$ cat src/rtl/pe_issue_pkg.sv
`timescale 1ns/100ps
package pe_issue_pkg;
  localparam int GPR_IDX_W = 6;
  localparam int IMM_W     = 16;
  localparam int FUNC_W    = 4;

  typedef enum logic [1:0] {
    KIND_ALU   = 2'd0,
    KIND_LOAD  = 2'd1,
    KIND_STORE = 2'd2
  } kind_e;

  typedef struct packed {
    kind_e                kind;
    logic                 use_gpr;
    logic [GPR_IDX_W-1:0] gpr;
    logic                 addr_gpr;
    logic                 wr_acc;
    logic [FUNC_W-1:0]    func;
    logic [IMM_W-1:0]     imm;
  } instr_t;

  localparam int INSTR_W = $bits(instr_t);
endpackage

$ cat src/rtl/pe_store_queue.sv
`timescale 1ns/100ps
module pe_store_queue #(
  parameter int DEPTH  = 8,
  parameter int ADDR_W = 12,
  localparam int PTR_W = $clog2(DEPTH)
) (
  input  logic              clk,
  input  logic              rst_n,
  input  logic              alloc_i,
  input  logic              set_i,
  input  logic [PTR_W-1:0]  set_tag_i,
  input  logic [ADDR_W-1:0] set_addr_i,
  input  logic              free_i,
  input  logic [PTR_W:0]    chk_mark_i,
  input  logic [ADDR_W-1:0] chk_addr_i,
  output logic              chk_block_o
);
  logic [PTR_W:0]    head_q, tail_q, count, span;
  logic [DEPTH-1:0]  known_q, hit;
  logic [ADDR_W-1:0] addr_q [DEPTH];

  // distance of a slot from the oldest entry, in ring order
  function automatic logic [PTR_W:0] slot_age(int unsigned slot, logic [PTR_W:0] head);
    return {1'b0, PTR_W'(slot) - head[PTR_W-1:0]};
  endfunction

  assign count = tail_q - head_q;
  assign span  = chk_mark_i - head_q;

  for (genvar s = 0; s < DEPTH; s++) begin : g_slot
    logic [PTR_W:0] age;
    assign age    = slot_age(s, head_q);
    assign hit[s] = (age < count) && (age < span) &&
                    (!known_q[s] || (addr_q[s] == chk_addr_i));
  end
  assign chk_block_o = |hit;

  always_ff @(posedge clk) begin
    if (!rst_n) begin
      head_q  <= '0;
      tail_q  <= '0;
      known_q <= '0;
      for (int i = 0; i < DEPTH; i++) addr_q[i] <= '0;
    end else begin
      if (alloc_i) begin
        known_q[tail_q[PTR_W-1:0]] <= 1'b0;
        tail_q <= tail_q + 1'b1;
      end
      if (set_i) begin
        known_q[set_tag_i] <= 1'b1;
        addr_q[set_tag_i]  <= set_addr_i;
      end
      if (free_i) head_q <= head_q + 1'b1;
    end
  end

  assert_no_overflow_R10: assert property (@(posedge clk) disable iff (!rst_n)
    (alloc_i && (count == (PTR_W+1)'(DEPTH))) |-> free_i);
  assert_no_underflow_R12: assert property (@(posedge clk) disable iff (!rst_n)
    free_i |-> (count != '0));
endmodule

$ cat src/rtl/pe_operand_pipe.sv
`timescale 1ns/100ps
module pe_operand_pipe
  import pe_issue_pkg::*;
#(
  parameter int DATA_W = 32,
  parameter int MARK_W = 4
) (
  input  logic                 clk,
  input  logic                 rst_n,
  input  logic                 fifo_valid_i,
  input  instr_t               fifo_instr_i,
  input  logic [MARK_W-1:0]    fifo_mark_i,
  output logic                 fifo_pop_o,
  output logic [GPR_IDX_W-1:0] gpr_rd_idx_o,
  input  logic                 gpr_rd_ready_i,
  input  logic [DATA_W-1:0]    gpr_rd_data_i,
  input  logic                 bc_valid_i,
  input  logic [GPR_IDX_W-1:0] bc_idx_i,
  input  logic [DATA_W-1:0]    bc_data_i,
  input  logic                 advance_i,
  output logic                 ir_valid_o,
  output logic                 ir_ready_o,
  output kind_e                ir_kind_o,
  output logic                 ir_addr_gpr_o,
  output logic                 ir_wr_acc_o,
  output logic [FUNC_W-1:0]    ir_func_o,
  output logic [MARK_W-1:0]    ir_mark_o,
  output logic [DATA_W-1:0]    ir_opnd_o
);
  instr_t              gr_ins_q, ir_ins_q;
  logic [MARK_W-1:0]   gr_mark_q, ir_mark_q;
  logic                gr_valid_q, ir_valid_q, ir_ok_q;
  logic [DATA_W-1:0]   ir_opnd_q, gr_val;
  logic                ir_free, gr_move, gr_ok, bc_hit_gr, bc_hit_ir;

  function automatic logic [DATA_W-1:0] sext_imm(logic [IMM_W-1:0] imm);
    return {{(DATA_W-IMM_W){imm[IMM_W-1]}}, imm};
  endfunction

  assign ir_free    = !ir_valid_q || advance_i;
  assign gr_move    = gr_valid_q && ir_free;
  assign fifo_pop_o = fifo_valid_i && (!gr_valid_q || gr_move);
  assign gpr_rd_idx_o = gr_ins_q.gpr;
  assign bc_hit_gr  = bc_valid_i && (bc_idx_i == gr_ins_q.gpr);
  assign bc_hit_ir  = bc_valid_i && (bc_idx_i == ir_ins_q.gpr);
  assign gr_ok      = !gr_ins_q.use_gpr || gpr_rd_ready_i || bc_hit_gr;
  assign gr_val     = !gr_ins_q.use_gpr ? sext_imm(gr_ins_q.imm) :
                      (gpr_rd_ready_i ? gpr_rd_data_i : bc_data_i);

  always_ff @(posedge clk) begin
    if (!rst_n) begin
      gr_valid_q <= 1'b0;
      gr_ins_q   <= '0;
      gr_mark_q  <= '0;
    end else if (fifo_pop_o) begin
      gr_valid_q <= 1'b1;
      gr_ins_q   <= fifo_instr_i;
      gr_mark_q  <= fifo_mark_i;
    end else if (gr_move) begin
      gr_valid_q <= 1'b0;
    end
  end

  always_ff @(posedge clk) begin
    if (!rst_n) begin
      ir_valid_q <= 1'b0;
      ir_ok_q    <= 1'b0;
      ir_ins_q   <= '0;
      ir_mark_q  <= '0;
      ir_opnd_q  <= '0;
    end else if (gr_move) begin
      ir_valid_q <= 1'b1;
      ir_ok_q    <= gr_ok;
      ir_ins_q   <= gr_ins_q;
      ir_mark_q  <= gr_mark_q;
      ir_opnd_q  <= gr_val;
    end else if (advance_i) begin
      ir_valid_q <= 1'b0;
    end else if (ir_valid_q && !ir_ok_q && bc_hit_ir) begin
      ir_ok_q   <= 1'b1;
      ir_opnd_q <= bc_data_i;
    end
  end

  assign ir_valid_o    = ir_valid_q;
  assign ir_ready_o    = ir_ok_q;
  assign ir_kind_o     = ir_ins_q.kind;
  assign ir_addr_gpr_o = ir_ins_q.addr_gpr;
  assign ir_wr_acc_o   = ir_ins_q.wr_acc;
  assign ir_func_o     = ir_ins_q.func;
  assign ir_mark_o     = ir_mark_q;
  assign ir_opnd_o     = ir_opnd_q;

  assert_hold_R5: assert property (@(posedge clk) disable iff (!rst_n)
    (ir_valid_q && !advance_i) |=> (ir_valid_q && $stable(ir_ins_q)));
  assert_wakeup_R5: assert property (@(posedge clk) disable iff (!rst_n)
    (ir_valid_q && !ir_ok_q) |=> (ir_ok_q == $past(bc_valid_i && (bc_idx_i == ir_ins_q.gpr))));
  assert_pop_fills_R2: assert property (@(posedge clk) disable iff (!rst_n)
    fifo_pop_o |=> gr_valid_q);
endmodule

$ cat src/rtl/pe_issue_stage.sv
`timescale 1ns/100ps
module pe_issue_stage
  import pe_issue_pkg::*;
#(
  parameter int DATA_W    = 32,
  parameter int SQ_DEPTH  = 8,
  parameter int SQ_ADDR_W = 12
) (
  input  logic                        clk,
  input  logic                        rst_n,
  input  logic                        fifo_valid_i,
  input  logic [INSTR_W-1:0]          fifo_instr_i,
  input  logic [$clog2(SQ_DEPTH):0]   fifo_mark_i,
  output logic                        fifo_pop_o,
  output logic [GPR_IDX_W-1:0]        gpr_rd_idx_o,
  input  logic                        gpr_rd_ready_i,
  input  logic [DATA_W-1:0]           gpr_rd_data_i,
  input  logic                        bc_valid_i,
  input  logic [GPR_IDX_W-1:0]        bc_idx_i,
  input  logic [DATA_W-1:0]           bc_data_i,
  input  logic                        res_valid_i,
  input  logic [DATA_W-1:0]           res_data_i,
  output logic                        iss_valid_o,
  output logic [FUNC_W-1:0]           iss_func_o,
  output logic [DATA_W-1:0]           iss_opnd_o,
  output logic [DATA_W-1:0]           iss_acc_o,
  output logic                        mem_req_o,
  output logic                        mem_we_o,
  output logic [DATA_W-1:0]           mem_addr_o,
  output logic [DATA_W-1:0]           mem_wdata_o,
  input  logic                        l1_miss_i,
  input  logic                        sq_alloc_i,
  input  logic                        sq_set_i,
  input  logic [$clog2(SQ_DEPTH)-1:0] sq_set_tag_i,
  input  logic [SQ_ADDR_W-1:0]        sq_set_addr_i,
  input  logic                        sq_free_i
);
  localparam int MARK_W = $clog2(SQ_DEPTH) + 1;

  instr_t              fifo_ins;
  logic                ir_valid, ir_ready, ir_addr_gpr, ir_wr_acc;
  kind_e               ir_kind;
  logic [FUNC_W-1:0]   ir_func;
  logic [MARK_W-1:0]   ir_mark;
  logic [DATA_W-1:0]   ir_opnd, acc_q, acc_now, addr_sel, data_sel;
  logic                pend_q, acc_clear, is_load, is_mem, sq_block, fire;

  assign fifo_ins = instr_t'(fifo_instr_i);

  pe_operand_pipe #(.DATA_W(DATA_W), .MARK_W(MARK_W)) opnd_pipe_i (
    .clk, .rst_n,
    .fifo_valid_i, .fifo_instr_i(fifo_ins), .fifo_mark_i, .fifo_pop_o,
    .gpr_rd_idx_o, .gpr_rd_ready_i, .gpr_rd_data_i,
    .bc_valid_i, .bc_idx_i, .bc_data_i,
    .advance_i(fire),
    .ir_valid_o(ir_valid), .ir_ready_o(ir_ready), .ir_kind_o(ir_kind),
    .ir_addr_gpr_o(ir_addr_gpr), .ir_wr_acc_o(ir_wr_acc), .ir_func_o(ir_func),
    .ir_mark_o(ir_mark), .ir_opnd_o(ir_opnd)
  );

  // accumulator bypass: a returning result is usable in the same cycle
  assign acc_now   = res_valid_i ? res_data_i : acc_q;
  assign acc_clear = !pend_q || res_valid_i;
  assign is_load   = (ir_kind == KIND_LOAD);
  assign is_mem    = is_load || (ir_kind == KIND_STORE);
  assign addr_sel  = ir_addr_gpr ? ir_opnd : acc_now;
  assign data_sel  = ir_addr_gpr ? acc_now : ir_opnd;

  pe_store_queue #(.DEPTH(SQ_DEPTH), .ADDR_W(SQ_ADDR_W)) store_q_i (
    .clk, .rst_n,
    .alloc_i(sq_alloc_i), .set_i(sq_set_i), .set_tag_i(sq_set_tag_i),
    .set_addr_i(sq_set_addr_i), .free_i(sq_free_i),
    .chk_mark_i(ir_mark), .chk_addr_i(addr_sel[SQ_ADDR_W-1:0]),
    .chk_block_o(sq_block)
  );

  assign fire = ir_valid && ir_ready && acc_clear && !l1_miss_i &&
                !(is_load && sq_block);

  always_ff @(posedge clk) begin
    if (!rst_n) begin
      acc_q  <= '0;
      pend_q <= 1'b0;
    end else begin
      if (res_valid_i) acc_q <= res_data_i;
      if (fire && ir_wr_acc) pend_q <= 1'b1;
      else if (res_valid_i)  pend_q <= 1'b0;
    end
  end

  assign iss_valid_o = fire;
  assign iss_func_o  = ir_func;
  assign iss_opnd_o  = ir_opnd;
  assign iss_acc_o   = acc_now;
  assign mem_req_o   = fire && is_mem;
  assign mem_we_o    = fire && (ir_kind == KIND_STORE);
  assign mem_addr_o  = addr_sel;
  assign mem_wdata_o = data_sel;

  assert_result_expected_R6: assert property (@(posedge clk) disable iff (!rst_n)
    res_valid_i |-> pend_q);
  assert_acc_wait_R7: assert property (@(posedge clk) disable iff (!rst_n)
    (fire && ir_wr_acc) |=> (!iss_valid_o || res_valid_i));
endmodule

$ cat config.mk
export PLATFORM = sky130hd
export DESIGN_NAME = pe_issue_stage
export DESIGN_NICKNAME = d
export VERILOG_FILES = /design/src/rtl/pe_issue_pkg.sv /design/src/rtl/pe_store_queue.sv /design/src/rtl/pe_operand_pipe.sv /design/src/rtl/pe_issue_stage.sv
export SDC_FILE = /design/constraint.sdc
export NUM_CORES = 1
export LEC_CHECK = 0
export CORE_MARGIN = 4
export CORE_UTILIZATION = 58
export DETAILED_ROUTE_END_ITERATION = 10
export DONT_BUFFER_PORTS = 1
export PLACE_DENSITY = 0.74
export SLEW_MARGIN = 20
export SYNTH_ARGS = -nofsm -noshare
export SYNTH_HDL_FRONTEND = slang
export SYNTH_SLANG_ARGS = --single-unit
export TNS_END_PERCENT = 1
$ cat constraint.sdc
create_clock -name clk -period 4 [get_ports clk]
set_input_delay 0.6 -clock clk [delete_from_list [all_inputs] [get_ports clk]]
set_output_delay 0.6 -clock clk [all_outputs]
set_load 0.02 [all_outputs]
==> reports/results.tsv <==
metric	value	unit
status	finished, violations left	
failing checks	negative setup slack	
largest area contributor in the netlist	edfxtp_1	
Critical Path AT	3.76	ns
Synth top cells by count	nor2_1 (158), dfxtp_1 (137), mux2i_1 (125)	
final worst path period share	109.0	%
CP max stage delay	0.49	ns
Routability Congestion	0.9732	
combinational power share	21.8	%
Via density	6.602	
initial antenna violation count	1	
gr usage total	35.26	%
TritonCTS clock tree	built	
vias in the first global route	11230	
CP cell instances	nor2b_4 > inv_2 > fa_1 > inv_2 > ha_4 > a21oi_2 > maj3_2 > o22ai_4 > o22a_1 > o31ai_4 > nor4_4 > a31oi_4 > buf_6 > a31oi_4	
remaining global-route overflow	0	
post-synthesis sequential area ratio	42.15	%
post-synth top area share	21.60	%
FILL cells	1800	
CP Capture Type	output pin	
number of top-level pins	304	
Starting Density	58.94	%
DR pass1 iterations	9	
first-pass GRT wire length	69.86	mm
max_slew headroom	25.78	%
P per Cell Area	439.5	nW/um^2
area of the mapped netlist	13350	um^2
DRC violations left	0	
most common cell in the netlist	nor2_1	
post-route cell area	15470	um^2
Setup-failing EPs final	4	
antenna-violating nets left	0	
Hold Fails Final Rpt	0	
Die X-Extent	159.7	um
wire per inst	27.09	um
CTS Buffer Depth	3	
RSZ-0062 raised after global routing	true	
CP max-delay cell	fa_1	
Core Region	22640	um^2
internal power	4790	uW
static leakage	0.006234	uW
Peak VDD IR	0.0003455	V
Post-synth EDFFs	96	
WHS	0.1959	ns
Multi-input gate area	7345	um^2
Total Wirelength	47.38	mm
min Tclk post-route	4.360	ns
FMAX	229.3	MHz
Sw Ratio	29.53	%
Synth warnings	0	
root buf cell	clkbuf_16	
Switch Pwr	2007	uW
Avg Cell Area, Syn	9.560	um^2
DP HPWL	33.53	mm
ys async rst share	0	%
register area	5635	um^2
post-route setup slack	-0.3602	ns
Slew Viols, Final	0	
CP required	3.40	ns
clk sinks	233	
placed cell area	14300	um^2
post-synthesis sequential element count	233	
synth top area cells	edfxtp_1 (22%), dfxtp_1 (21%), mux2i_1 (9.4%)	
Final #Nets	1628	
Netlist cell types	69	
critical path fanouts, max	4	
clk_lat worst skew	0.54	ns
share of total power in sequential cells	40.8	%
Primary FF master, synth	dfxtp_1	
type of the tightest min-delay check	primary input to register	
max-cap violations	0	
initial DRC count	1753	
CP startpoint kind	register	
DP Worst Slack	-0.02339	ns
Worst-Margin Slew	1.112	ns
Cells after Synth	1396	
R2R Setup Slk	0.11	ns
die height	159.7	um
PortBufs	0	
die footprint	25500	um^2
row cnt	55	
path type of the worst setup path	register to output pin	
net count after synthesis	1581	
share of cells above drive strength 1	18.66	%
CTS Buf Count	26	
Clock Skew	0.02379	ns
CTS clk-pin slew, worst paths	0.06	ns
clock power share	37.4	%
Area Overhead vs Synth	15.89	%
H-tree depth	1	
hold_buf cts	0	
pin count of the biggest net entering global routing	112	
routed vias	11547	
TNS Setup	-1.157	ns
[placed cells by master (no fill, tap or decap), types with 28 or more instances in the layout]
cell type and count:
edfxtp_1 96, xnor2_1 33, o22ai_1 38, nor2_1 158
mux2i_1 123, inv_1 56, clkbuf_16 28, and2_1 101
nand2_1 99, dfxtp_1 133, mux2_2 39, a22oi_1 51
a21oi_1 65, buf_4 99
[state kept, by name (all words and copies together), names as in the netlist, 6 cells and up]
name                      flops
opnd_pipe_i.ir_ins_q          6
opnd_pipe_i.gpr_rd_idx_o      6
opnd_pipe_i.ir_opnd_o        32
store_q_i.addr_q             96
acc_q                        32
opnd_pipe_i.gr_ins_q         25
store_q_i.known_q             8
[final cells by class]
type | instances | area share (%)
Antenna cell | 1 | 0.01618
Clock buffer | 37 | 4.878
Clock inverter | 11 | 1.019
Inverter | 78 | 1.942
Multi-Input combinational cell | 996 | 47.49
Sequential cell | 233 | 36.44
Tap cell | 285 | 2.306
Timing Repair Buffer | 108 | 5.914
[per-layer routing]
layer  wire length [um]  up-vias  share of wire, %  global-route usage (%)
li1                   -     5103                 -                       -
met2              22740      767                48                   59.54
met4               2407        0               5.1                   15.78
met1              17070     5495                36                   42.96
met3               5175      182                11                   8.465
met5                  0        -                 0                       0
[worst paths after layout]
check | from | to | depth (start not counted)
worst min-delay path | fifo_instr_i[23] | opnd_pipe_i.gpr_rd_idx_o[1] | 2
worst max register to register | store_q_i.head_q[0] | opnd_pipe_i.gr_ins_q[16] | 16
worst max-delay path | store_q_i.head_q[0] | fifo_pop_o | 14
worst min register to register | opnd_pipe_i.gr_ins_q[29] | opnd_pipe_i.gr_ins_q[29] | 2
[cells by family (layout without fill, tap and decap cells)]
logic type               count (synthesis)  count (layout)  synth area share, %
AO/OA/AOI/OAI                          298             298                15.22
XOR/XNOR                                52              52                3.413
adder cells (fa/ha/maj)                 34              34                3.094
buffers and inverters                  167             234                5.494
flip-flops                             233             233                42.15
multiplexers                           183             183                15.29
other                                    0               1                    0
AND/OR/NAND/NOR                        429             429                15.34
[per-stage QoR]
stage / instances / util [%] / power [uW]
floorplan: 1396 / - / 3725
global placement: 1697 / 63.16 / 4120
finish: 1749 / 68.31 / 6797
global route: 1749 / 68.31 / 7021
detailed placement: 1697 / 63.16 / 4135
CTS: 1747 / 67.76 / 6719
[critical path, delay by kind of cell (launching register included)]
kind                     cells  cell delay (ns)
buffers and inverters        3             0.29
AO/OA/AOI/OAI                6             1.04
flip-flops                   1             0.36
adder cells (fa/ha/maj)      3             1.07
AND/OR/NAND/NOR              2             0.47
[power groups by stage]
stage                     logic (uW)  registers (uW)  clock network [uW]
after floorplan                  950            2780                   0
after global placement          1310            2810                   0
final                           1480            2780                2540
after CTS                       1390            2770                2560
after global routing            1570            2780                2660
after detailed placement        1320            2820                   0
[what timing repair did]
action,in CTS,in global routing
pin swaps,8,14
setup buffers,2,1
hold endpoints to repair,0,0
resized for setup,25,21
endpoints found under the setup margin,35,39
(Power assumes the default switching activity.)
